===== config.mk =====
export PLATFORM = sky130hd
export DESIGN_NAME = hint_branch_predictor
export DESIGN_NICKNAME = d
export VERILOG_FILES = /design/src/rtl/bp_pkg.sv /design/src/rtl/bp_rst_sync.sv /design/src/rtl/bp_hint_decode.sv /design/src/rtl/bp_entry.sv /design/src/rtl/hint_branch_predictor.sv
export SDC_FILE = /design/constraint.sdc
export NUM_CORES = 1
export LEC_CHECK = 0
export CAP_MARGIN = 10
export CORE_MARGIN = 3
export CORE_UTILIZATION = 35
export CTS_CLUSTER_DIAMETER = 40
export DETAILED_ROUTE_END_ITERATION = 7
export SYNTH_ARGS = -nofsm -noshare
export SYNTH_HDL_FRONTEND = slang
export SYNTH_SLANG_ARGS = --single-unit

===== constraint.sdc =====
create_clock -name clk -period 12.8 [get_ports clk]
set_input_delay 1.28 -clock clk [delete_from_list [all_inputs] [get_ports clk]]
set_output_delay 1.28 -clock clk [all_outputs]
set_load 0.01 [all_outputs]

===== src/rtl/bp_pkg.sv =====
package bp_pkg;

  typedef enum logic [1:0] {
    HINT_FIX_TK = 2'b00,
    HINT_FIX_NT = 2'b01,
    HINT_DYN_TK = 2'b10,
    HINT_DYN_NT = 2'b11
  } hint_e;

  localparam int unsigned CTR_W = 2;
  localparam logic [CTR_W-1:0] CTR_MAX     = '1;
  localparam logic [CTR_W-1:0] CTR_MIN     = '0;
  localparam logic [CTR_W-1:0] CTR_WEAK_TK = 2'b10;
  localparam logic [CTR_W-1:0] CTR_WEAK_NT = 2'b01;

  function automatic logic [CTR_W-1:0] ctr_step(input logic [CTR_W-1:0] c,
                                                input logic taken);
    logic [CTR_W-1:0] r;
    r = c;
    if (taken) begin
      if (c != CTR_MAX) r = c + 1'b1;
    end else begin
      if (c != CTR_MIN) r = c - 1'b1;
    end
    return r;
  endfunction

  function automatic logic [CTR_W-1:0] ctr_seed(input logic taken);
    return taken ? CTR_WEAK_TK : CTR_WEAK_NT;
  endfunction

endpackage


===== src/rtl/bp_rst_sync.sv =====
module bp_rst_sync #(
  parameter int unsigned STAGES = 2
) (
  input  logic clk,
  input  logic rst_n,
  output logic rst_n_sync
);
  logic [STAGES-1:0] chain_q;
  logic [STAGES-1:0] chain_d;

  always_comb begin
    chain_d = {chain_q[STAGES-2:0], 1'b1};
  end

  always_ff @(posedge clk or negedge rst_n) begin
    if (!rst_n) chain_q <= '0;
    else        chain_q <= chain_d;
  end

  assign rst_n_sync = chain_q[STAGES-1];
endmodule


===== src/rtl/bp_hint_decode.sv =====
module bp_hint_decode
  import bp_pkg::*;
(
  input  logic [1:0] hint,
  output logic       is_dyn,
  output logic       dflt_taken
);
  hint_e h;

  always_comb begin
    h = hint_e'(hint);
    unique case (h)
      HINT_FIX_TK: begin is_dyn = 1'b0; dflt_taken = 1'b1; end
      HINT_FIX_NT: begin is_dyn = 1'b0; dflt_taken = 1'b0; end
      HINT_DYN_TK: begin is_dyn = 1'b1; dflt_taken = 1'b1; end
      default:     begin is_dyn = 1'b1; dflt_taken = 1'b0; end
    endcase
  end
endmodule


===== src/rtl/bp_entry.sv =====
module bp_entry
  import bp_pkg::*;
#(
  parameter int unsigned TAG_W = 26
) (
  input  logic             clk,
  input  logic             rst_n,
  input  logic             wr_en,
  input  logic [TAG_W-1:0] wr_tag,
  input  logic             wr_taken,
  output logic             vld,
  output logic [TAG_W-1:0] tag,
  output logic [CTR_W-1:0] ctr
);
  logic             vld_q, vld_d;
  logic [TAG_W-1:0] tag_q, tag_d;
  logic [CTR_W-1:0] ctr_q, ctr_d;
  logic             wr_hit;

  always_comb begin
    wr_hit = vld_q && (tag_q == wr_tag);
    vld_d  = 1'b1;
    tag_d  = wr_tag;
    ctr_d  = wr_hit ? ctr_step(ctr_q, wr_taken) : ctr_seed(wr_taken);
  end

  always_ff @(posedge clk or negedge rst_n) begin
    if (!rst_n) begin
      vld_q <= 1'b0;
      tag_q <= '0;
      ctr_q <= CTR_WEAK_NT;
    end else if (wr_en) begin
      vld_q <= vld_d;
      tag_q <= tag_d;
      ctr_q <= ctr_d;
    end
  end

  assign vld = vld_q;
  assign tag = tag_q;
  assign ctr = ctr_q;


  idle_hold_chk: assert property (@(posedge clk) disable iff (!rst_n)
    !wr_en |=> $stable(vld_q) && $stable(tag_q) && $stable(ctr_q));


  seed_on_miss_chk: assert property (@(posedge clk) disable iff (!rst_n)
    (wr_en && !wr_hit) |=> vld_q && (ctr_q == (($past(wr_taken)) ? 2'b10 : 2'b01)));


  sat_top_chk: assert property (@(posedge clk) disable iff (!rst_n)
    (wr_en && wr_hit && wr_taken && ctr_q == 2'b11) |=> ctr_q == 2'b11);


  sat_bottom_chk: assert property (@(posedge clk) disable iff (!rst_n)
    (wr_en && wr_hit && !wr_taken && ctr_q == 2'b00) |=> ctr_q == 2'b00);
endmodule


===== src/rtl/hint_branch_predictor.sv =====
module hint_branch_predictor
  import bp_pkg::*;
#(
  parameter int unsigned PC_W  = 32,
  parameter int unsigned IDX_W = 4
) (
  input  logic            clk,
  input  logic            rst_n,
  input  logic [PC_W-1:0] lk_pc,
  input  logic [1:0]      lk_hint,
  output logic            lk_taken,
  output logic            lk_hit,
  input  logic            up_valid,
  input  logic [PC_W-1:0] up_pc,
  input  logic [1:0]      up_hint,
  input  logic            up_taken
);
  localparam int unsigned ENTRIES = 1 << IDX_W;
  localparam int unsigned IDX_LO  = 2;
  localparam int unsigned TAG_LO  = IDX_LO + IDX_W;
  localparam int unsigned TAG_W   = PC_W - TAG_LO;

  logic rst_s;

  bp_rst_sync #(.STAGES(2)) u_rst (
    .clk(clk), .rst_n(rst_n), .rst_n_sync(rst_s)
  );

  logic lk_dyn, lk_dflt, up_dyn, up_dflt;

  bp_hint_decode u_lk_dec (.hint(lk_hint), .is_dyn(lk_dyn), .dflt_taken(lk_dflt));
  bp_hint_decode u_up_dec (.hint(up_hint), .is_dyn(up_dyn), .dflt_taken(up_dflt));

  logic [IDX_W-1:0] lk_idx, up_idx;
  logic [TAG_W-1:0] lk_tag, up_tag;
  logic [1:0]       pc_low_unused;

  assign lk_idx = lk_pc[TAG_LO-1:IDX_LO];
  assign up_idx = up_pc[TAG_LO-1:IDX_LO];
  assign lk_tag = lk_pc[PC_W-1:TAG_LO];
  assign up_tag = up_pc[PC_W-1:TAG_LO];
  assign pc_low_unused = lk_pc[1:0] ^ up_pc[1:0] ^ {1'b0, up_dflt};

  logic [ENTRIES-1:0] wr_vec;
  logic               ent_vld [ENTRIES];
  logic [TAG_W-1:0]   ent_tag [ENTRIES];
  logic [CTR_W-1:0]   ent_ctr [ENTRIES];

  for (genvar g = 0; g < ENTRIES; g++) begin : g_slot
    assign wr_vec[g] = up_valid && up_dyn && (up_idx == IDX_W'(g));
    bp_entry #(.TAG_W(TAG_W)) u_entry (
      .clk      (clk),
      .rst_n    (rst_s),
      .wr_en    (wr_vec[g]),
      .wr_tag   (up_tag),
      .wr_taken (up_taken),
      .vld      (ent_vld[g]),
      .tag      (ent_tag[g]),
      .ctr      (ent_ctr[g])
    );
  end

  logic             sel_vld;
  logic [TAG_W-1:0] sel_tag;
  logic [CTR_W-1:0] sel_ctr;
  logic             hit_c;

  always_comb begin
    sel_vld  = ent_vld[lk_idx];
    sel_tag  = ent_tag[lk_idx];
    sel_ctr  = ent_ctr[lk_idx];
    hit_c    = lk_dyn && sel_vld && (sel_tag == lk_tag);
    lk_hit   = hit_c;
    lk_taken = hit_c ? sel_ctr[CTR_W-1] : lk_dflt;
  end


  fix_taken_chk: assert property (@(posedge clk) disable iff (!rst_s)
    (lk_hint == 2'b00) |-> (lk_taken && !lk_hit));


  fix_not_taken_chk: assert property (@(posedge clk) disable iff (!rst_s)
    (lk_hint == 2'b01) |-> (!lk_taken && !lk_hit));


  miss_default_chk: assert property (@(posedge clk) disable iff (!rst_s)
    (lk_hint[1] && !lk_hit) |-> (lk_taken == !lk_hint[0]));


  static_no_write_chk: assert property (@(posedge clk) disable iff (!rst_s)
    (up_valid && !up_hint[1]) |-> (wr_vec == '0));


  single_slot_chk: assert property (@(posedge clk) disable iff (!rst_s)
    $onehot0(wr_vec));
endmodule


# Yosys cells after proc, flatten, opt, wreduce, memory -nomap -nowiden
# Index checks and enable logic that the tools add are counted.
# op_classes
n_addsub	32
n_lt_le_gt_ge	1
n_eq_ne	83
mux	78
n_bitwise	1
n_reduce_logical	73
# ops
cell	n
equality test 26 bit	17
two-way mux 2 bit	67
binary-select mux 26 bit (select 4 bit)	1
!= test 3 bit, second input constant	32
two-way mux 26 bit	2
AND reduction 3 bit	16
logical AND 1 bit	35
adder 2 x 1 -> 2 bit, second input constant	16
equality test 4 bit, second input constant	8
!= test 2 bit, second input constant	16
nonzero test 2 bit	16
subtractor 2 x 1 -> 2 bit, second input constant	16
equality test 4 x 3 -> 1 bit, second input constant	4
binary-select mux 2 bit (select 4 bit)	1
equality test 4 x 2 -> 1 bit, second input constant	2
two-way mux 1 bit	6
OR reduction 2 bit	3
>= comparator 5 bit, second input constant	1
NOT 4 -> 5 bit	1
binary-select mux 1 bit (select 4 bit)	1
equality test 2 x 1 -> 1 bit, second input constant	2
equality test 4 x 1 -> 1 bit, second input constant	1
logical NOT 2 bit	2
logical NOT 4 bit	1
equality test 2 bit, second input constant	1
# word_totals
reg_bits	466
in_bits	72
output_inout_bits	2
elab_cells	317

# Longest topological paths before layout
# logic_depth
word_depth	7
depth_mapped	12
ltp_nobuf	8

# Modules after synthesis
# Synthesis repeated with hierarchy kept, for this count alone.
# unflattened
hier_cells	2125
hier_area_um2	27249.9
# modules_own_cells
module	n_inst	cells_per_inst	area_per_inst_um2	seq_area_each_um2
bp_entry	16	108	1426.4	726.9
hint_branch_predictor	1	390	4359.2	0.0
bp_rst_sync	1	3	53.8	50.0
bp_hint_decode	2	2	7.5	0.0

# Worst setup path before layout
# Ideal clock, no wire load.
# synth_timing
kind	in2out
start	input lk_pc[2]
end	output lk_taken
arrival_ps	3787
path_slack_ps	7733
stages	10
cell_sequence	buf_6 -> buf_8 -> buf_2 -> mux4_2 -> mux4_2 -> xor2_1 -> nor4_2 -> nand4_1 -> nor4_4 -> mux2i_1
# synth_via
elab_chain_len	7
# synth_rtl
item	line_no	text
from (decl)	hint_branch_predictor.sv:9	input logic [PC_W-1:0] lk_pc,
NOT 4 -> 5 bit (not written as such) (*)	hint_branch_predictor.sv:69, hint_branch_predictor.sv:70	
binary-select mux 26 bit (select 4 bit) / binary-select mux 1 bit (select 4 bit) (equally long branches)	hint_branch_predictor.sv:70, hint_branch_predictor.sv:69	
two-way mux 26 bit (not written as such) / two-way mux 1 bit (equally long branches) (2 in series)	hint_branch_predictor.sv:70, hint_branch_predictor.sv:69	
equality test 26 bit / logical AND 1 bit (equally long branches)	hint_branch_predictor.sv:72	hit_c = lk_dyn && sel_vld && (sel_tag == lk_tag);
logical AND 1 bit (*)	hint_branch_predictor.sv:72	
net lk_hit	hint_branch_predictor.sv:12	output logic lk_hit,
two-way mux 1 bit (*)	hint_branch_predictor.sv:74	lk_taken = hit_c ? sel_ctr[CTR_W-1] : lk_dflt;
to (decl)	hint_branch_predictor.sv:11	output logic lk_taken,
# The timed path passes the listed nets; every way through them passes the cells marked *. The select of a mux whose other input is x is not followed.

# Worst setup path in the final report
# layout_timing
start	input lk_pc[2]
end	output lk_taken
# layout_via
elab_chain_len	7
# layout_rtl
item	line_no
NOT 4 -> 5 bit (not written as such) (*)	hint_branch_predictor.sv:69, hint_branch_predictor.sv:70, hint_branch_predictor.sv:71
binary-select mux 26 bit (select 4 bit) / binary-select mux 1 bit (select 4 bit) (equally long branches)	hint_branch_predictor.sv:70, hint_branch_predictor.sv:69
two-way mux 26 bit (not written as such) / two-way mux 1 bit (equally long branches) (2 in series)	hint_branch_predictor.sv:70, hint_branch_predictor.sv:69
equality test 26 bit / logical AND 1 bit (equally long branches)	hint_branch_predictor.sv:72
logical AND 1 bit	hint_branch_predictor.sv:72
two-way mux 1 bit (*)	hint_branch_predictor.sv:74
# Every way passes the cells marked *; elsewhere a longest branch is shown, timed or not. The select of a mux whose other input is x is not followed.

==> results.ini <==
[placed_design]
pre_cts_slack_ns = 5.89
port-buffer-count = 68
numPlacedInstances = 3335
place.gp.congestion = 0.921
place_hpwl_um = 63600

[clock_network]
cts_hold_buffers = 0
tritoncts = built
cts_repair_resize_count = 0
clock_path_buffers = 3
clk_root_buffer_cell = sky130_fd_sc_hd__clkbuf_16
insertion_delay_ns = 0.62
clock_transition_at_the_registers_of_the_reported_paths_ns = 0.05
clock-sinks = 466
htreeDepth = 3
tritoncts.num_buffers = 77
postCtsSetupBuffers = 0

[worst_setup_path]
path_delay_family = buffers and inverters
timing.critical_path.slowest_cell_delay_ns = 0.71
cpMostUsedCell = sky130_fd_sc_hd__mux2i_1
setup.worst_path.start_class = input pin
endpoint_class_of_the_critical_path = output port
worst_setup_path_startpoint = lk_pc[2]
kind_of_critical_path = input pin to output port
arrival_ns = 5.68
timing.critical_path.buf_inv = 3
critical_path.cell_chain = buf_6, buf_4, mux4_2, mux2i_1, mux2i_1, xor2_1, nor4_1, nand3_1, nor4_4, mux2i_1, clkdlybuf4s50_1
worst_path_max_delay_cell = sky130_fd_sc_hd__buf_4
worst-endpoint-required_ns = 11.52
r2r-start = g_slot[5].u_entry.tag[9]
biggest_fanout_along_the_worst_timing_path = 37

[yosys]
synthDominantCellAreaShare = 0.422
post_synth_edffs = 0
synthesis.nets = 2540
commonest_cells_post_synth = sky130_fd_sc_hd__nand2_1, sky130_fd_sc_hd__dfrtp_1, sky130_fd_sc_hd__mux2_2
syn_area_per_cell_um2 = 10.8
yosys_register_bits = 466
synth_warnings = 0
post_synth_main_area_contributors = sky130_fd_sc_hd__dfrtp_1, sky130_fd_sc_hd__mux2_2, sky130_fd_sc_hd__mux4_2, sky130_fd_sc_hd__xnor2_1, sky130_fd_sc_hd__nand2_1
synth_area_mm2 = 0.0267
synth.yosys.seq_area_share = 0.438
synthesis.instances = 2468
library_cell_with_the_highest_instance_count_after_synthesis = sky130_fd_sc_hd__nand2_1
synth_top_cell_by_area = sky130_fd_sc_hd__dfrtp_1
dominantRegCellSynth = sky130_fd_sc_hd__dfrtp_1
async_reset_ff_frac = 1.00
yosys.cell_types.count = 47

[sta]
final.setup.tns_ns = 0
fin_hold_ws_ns = 0.350
max_clock_freq_ghz = 0.144
final.period_utilization = 0.544
worst_setup_slack_final_ns = 5.84
finClkSkew_ns = 0.0235
max_slew.worst_pin.slew_ns = 1.23
finalSetupViolations = 0
timing.final.max_slew_violations = 0
rsz0062_at_grt = no
worst_slew_margin_rel = 0.177
period_needed_ns = 6.96
finalHoldViolations = 0

[power]
power_per_cell_area_mw_per_mm2 = 175
power.share.sequential = 0.386
power_spent_charging_and_discharging_nets_mw = 1.64
swShare = 0.305
power_report.internal_total_mw = 3.72
power.share.combinational = 0.200
total_leakage_power_nw = 13.2
max-vdd-ir-drop_v = 0.0000996
power.share.clock = 0.414

[route]
drt_first_iter_violations = 2424
ant_nets = 0
post_drt_wl_per_cell_um = 26.6
post-route-drc-count = 0
vias_per_cell = 5.69
detailedRoute.firstPassIterationCount = 5
via_total_after_detailed_routing = 19805
route.final.wire_length_um = 92400

[global_routing]
grt_pass1_wl_um = 136000
grt_max_degree = 178
grt_antenna_before_repair = 6
via_count_of_the_first_global_routing_pass = 19677
groute.usage.overall = 0.234
grt_overflow = 0

[final_layout]
drive_gt1_frac = 0.248
filler_cell_count = 6939
layoutNonFillerInstCount = 3478
finalNetCount = 2517
area.growth.synth_to_final_pct = 15.1

[floorplanning]
num_io_pins = 74
die-area_mm2 = 0.0795
placementRows = 100
fp.dieH_um = 282
core_mm2 = 0.0749
starting_utilization_of_the_core_area = 0.356
die_x_um = 282

[hold_path]
worstHoldPathType = flop to flop
hold_path_startpoint = u_rst.chain_q[0]

[outcome]
run_status = finished clean

[run]
drv_cap = 0

-- cell families (layout without fill, tap and decap cells) --
group           after synthesis  in the layout  share of synthesized area
compound gates              125            125                     0.0267
other cells                   1              5                   0.000141
mux                         418            418                      0.225
xor+xnor                    441            441                      0.145
flops                       466            466                      0.438
buf+inv                     217            254                     0.0343
simple gates                800            800                      0.131
-- worst register-to-register path: cells and delay by family, from the launching register on --
| kind | cells | cell delay (ns) |
|---|---|---|
| AOI/OAI and AO/OA | 2 | 0.22 |
| xor gates and xnor gates | 1 | 0.36 |
| DFF | 1 | 0.40 |
| and+or+nand+nor | 5 | 1.65 |
-- registers in the layout, summed over array words and instances (netlist names) --
signal	cells
u_rst.chain_q	2
g_slot.u_entry.vld	16
g_slot.u_entry.tag	416
g_slot.u_entry.ctr	32
-- layer usage --
metal  track usage  part of all wire  up-vias
li1              -                 -     8476
met1         0.321              0.41    10194
met2         0.352              0.45      937
met3        0.0494             0.091      196
met4         0.115             0.048        2
met5             0           0.00017        -
-- power by group through the flow --
stage	clock network (mW)	registers, mW	logic [mW]
CTS	2.24	2.06	1.07
global route	2.31	2.10	1.14
global placement	0	2.06	1.04
detailed placement	0	2.08	1.06
finish	2.22	2.07	1.07
floorplan	0	1.99	0.752
-- cell type report --
| cell class | instances | area (um2) | share of cell area |
|---|---|---|---|
| Timing Repair Buffer | 108 | 860 | 0.0280 |
| Multi-Input combinational cell | 1785 | 14200 | 0.461 |
| Sequential cell | 466 | 11700 | 0.381 |
| Tap cell | 969 | 1210 | 0.0395 |
| Clock buffer | 94 | 2040 | 0.0665 |
| Inverter | 7 | 26.3 | 0.000856 |
| Clock inverter | 45 | 696 | 0.0227 |
| Antenna cell | 4 | 10.0 | 0.000326 |
-- placed cells by master, fill, tap and decap left out, drive strengths merged, types with 3 or more instances in the layout --
cell           netlist  final
nand2              515    515
dfrtp              450    450
mux2               261    261
xnor2              246    246
xor2               195    195
mux4               119    119
clkbuf             149     94
a21oi               93     93
nand4               82     82
nor2                75     75
buf                 61     69
nor4                52     52
nor3                40     40
clkdlybuf4s50        0     39
mux2i               38     38
dfstp               16     16
clkinv               1     16
inv                  6     15
bufinv               0     14
nand2b              12     12
or2                 10     10
nand3                7      7
o21ai                7      7
clkinvlp             0      7
a221oi               5      5
diode                0      4
nor2b                3      3
a2111oi              3      3
o311ai               3      3
-- metrics by stage --
stage	power, mW	cell area, um2	utilization
finish	5.36	30700	0.410
global route	5.55	30700	0.410
CTS	5.36	30700	0.409
detailed placement	3.14	27900	0.373
global placement	3.10	27900	0.373
floorplan	2.74	26700	-
-- path summary, 6_finish.rpt --
| path | to | slack (ns) | cells after the start |
|---|---|---|---|
| setup / recovery | lk_taken | 5.84 | 11 |
| hold / removal | u_rst.chain_q[1] | 0.35 | 0 |
| setup reg to reg | g_slot[5].u_entry.ctr[0] | 10.08 | 8 |
| hold reg to reg | u_rst.chain_q[1] | 0.35 | 0 |
| max in group asynchronous | g_slot[5].u_entry.tag[10] | 10.12 | 2 |
| min in group asynchronous | g_slot[7].u_entry.tag[15] | 0.38 | 0 |
No activity file was read; power rests on OpenSTA's default activity.
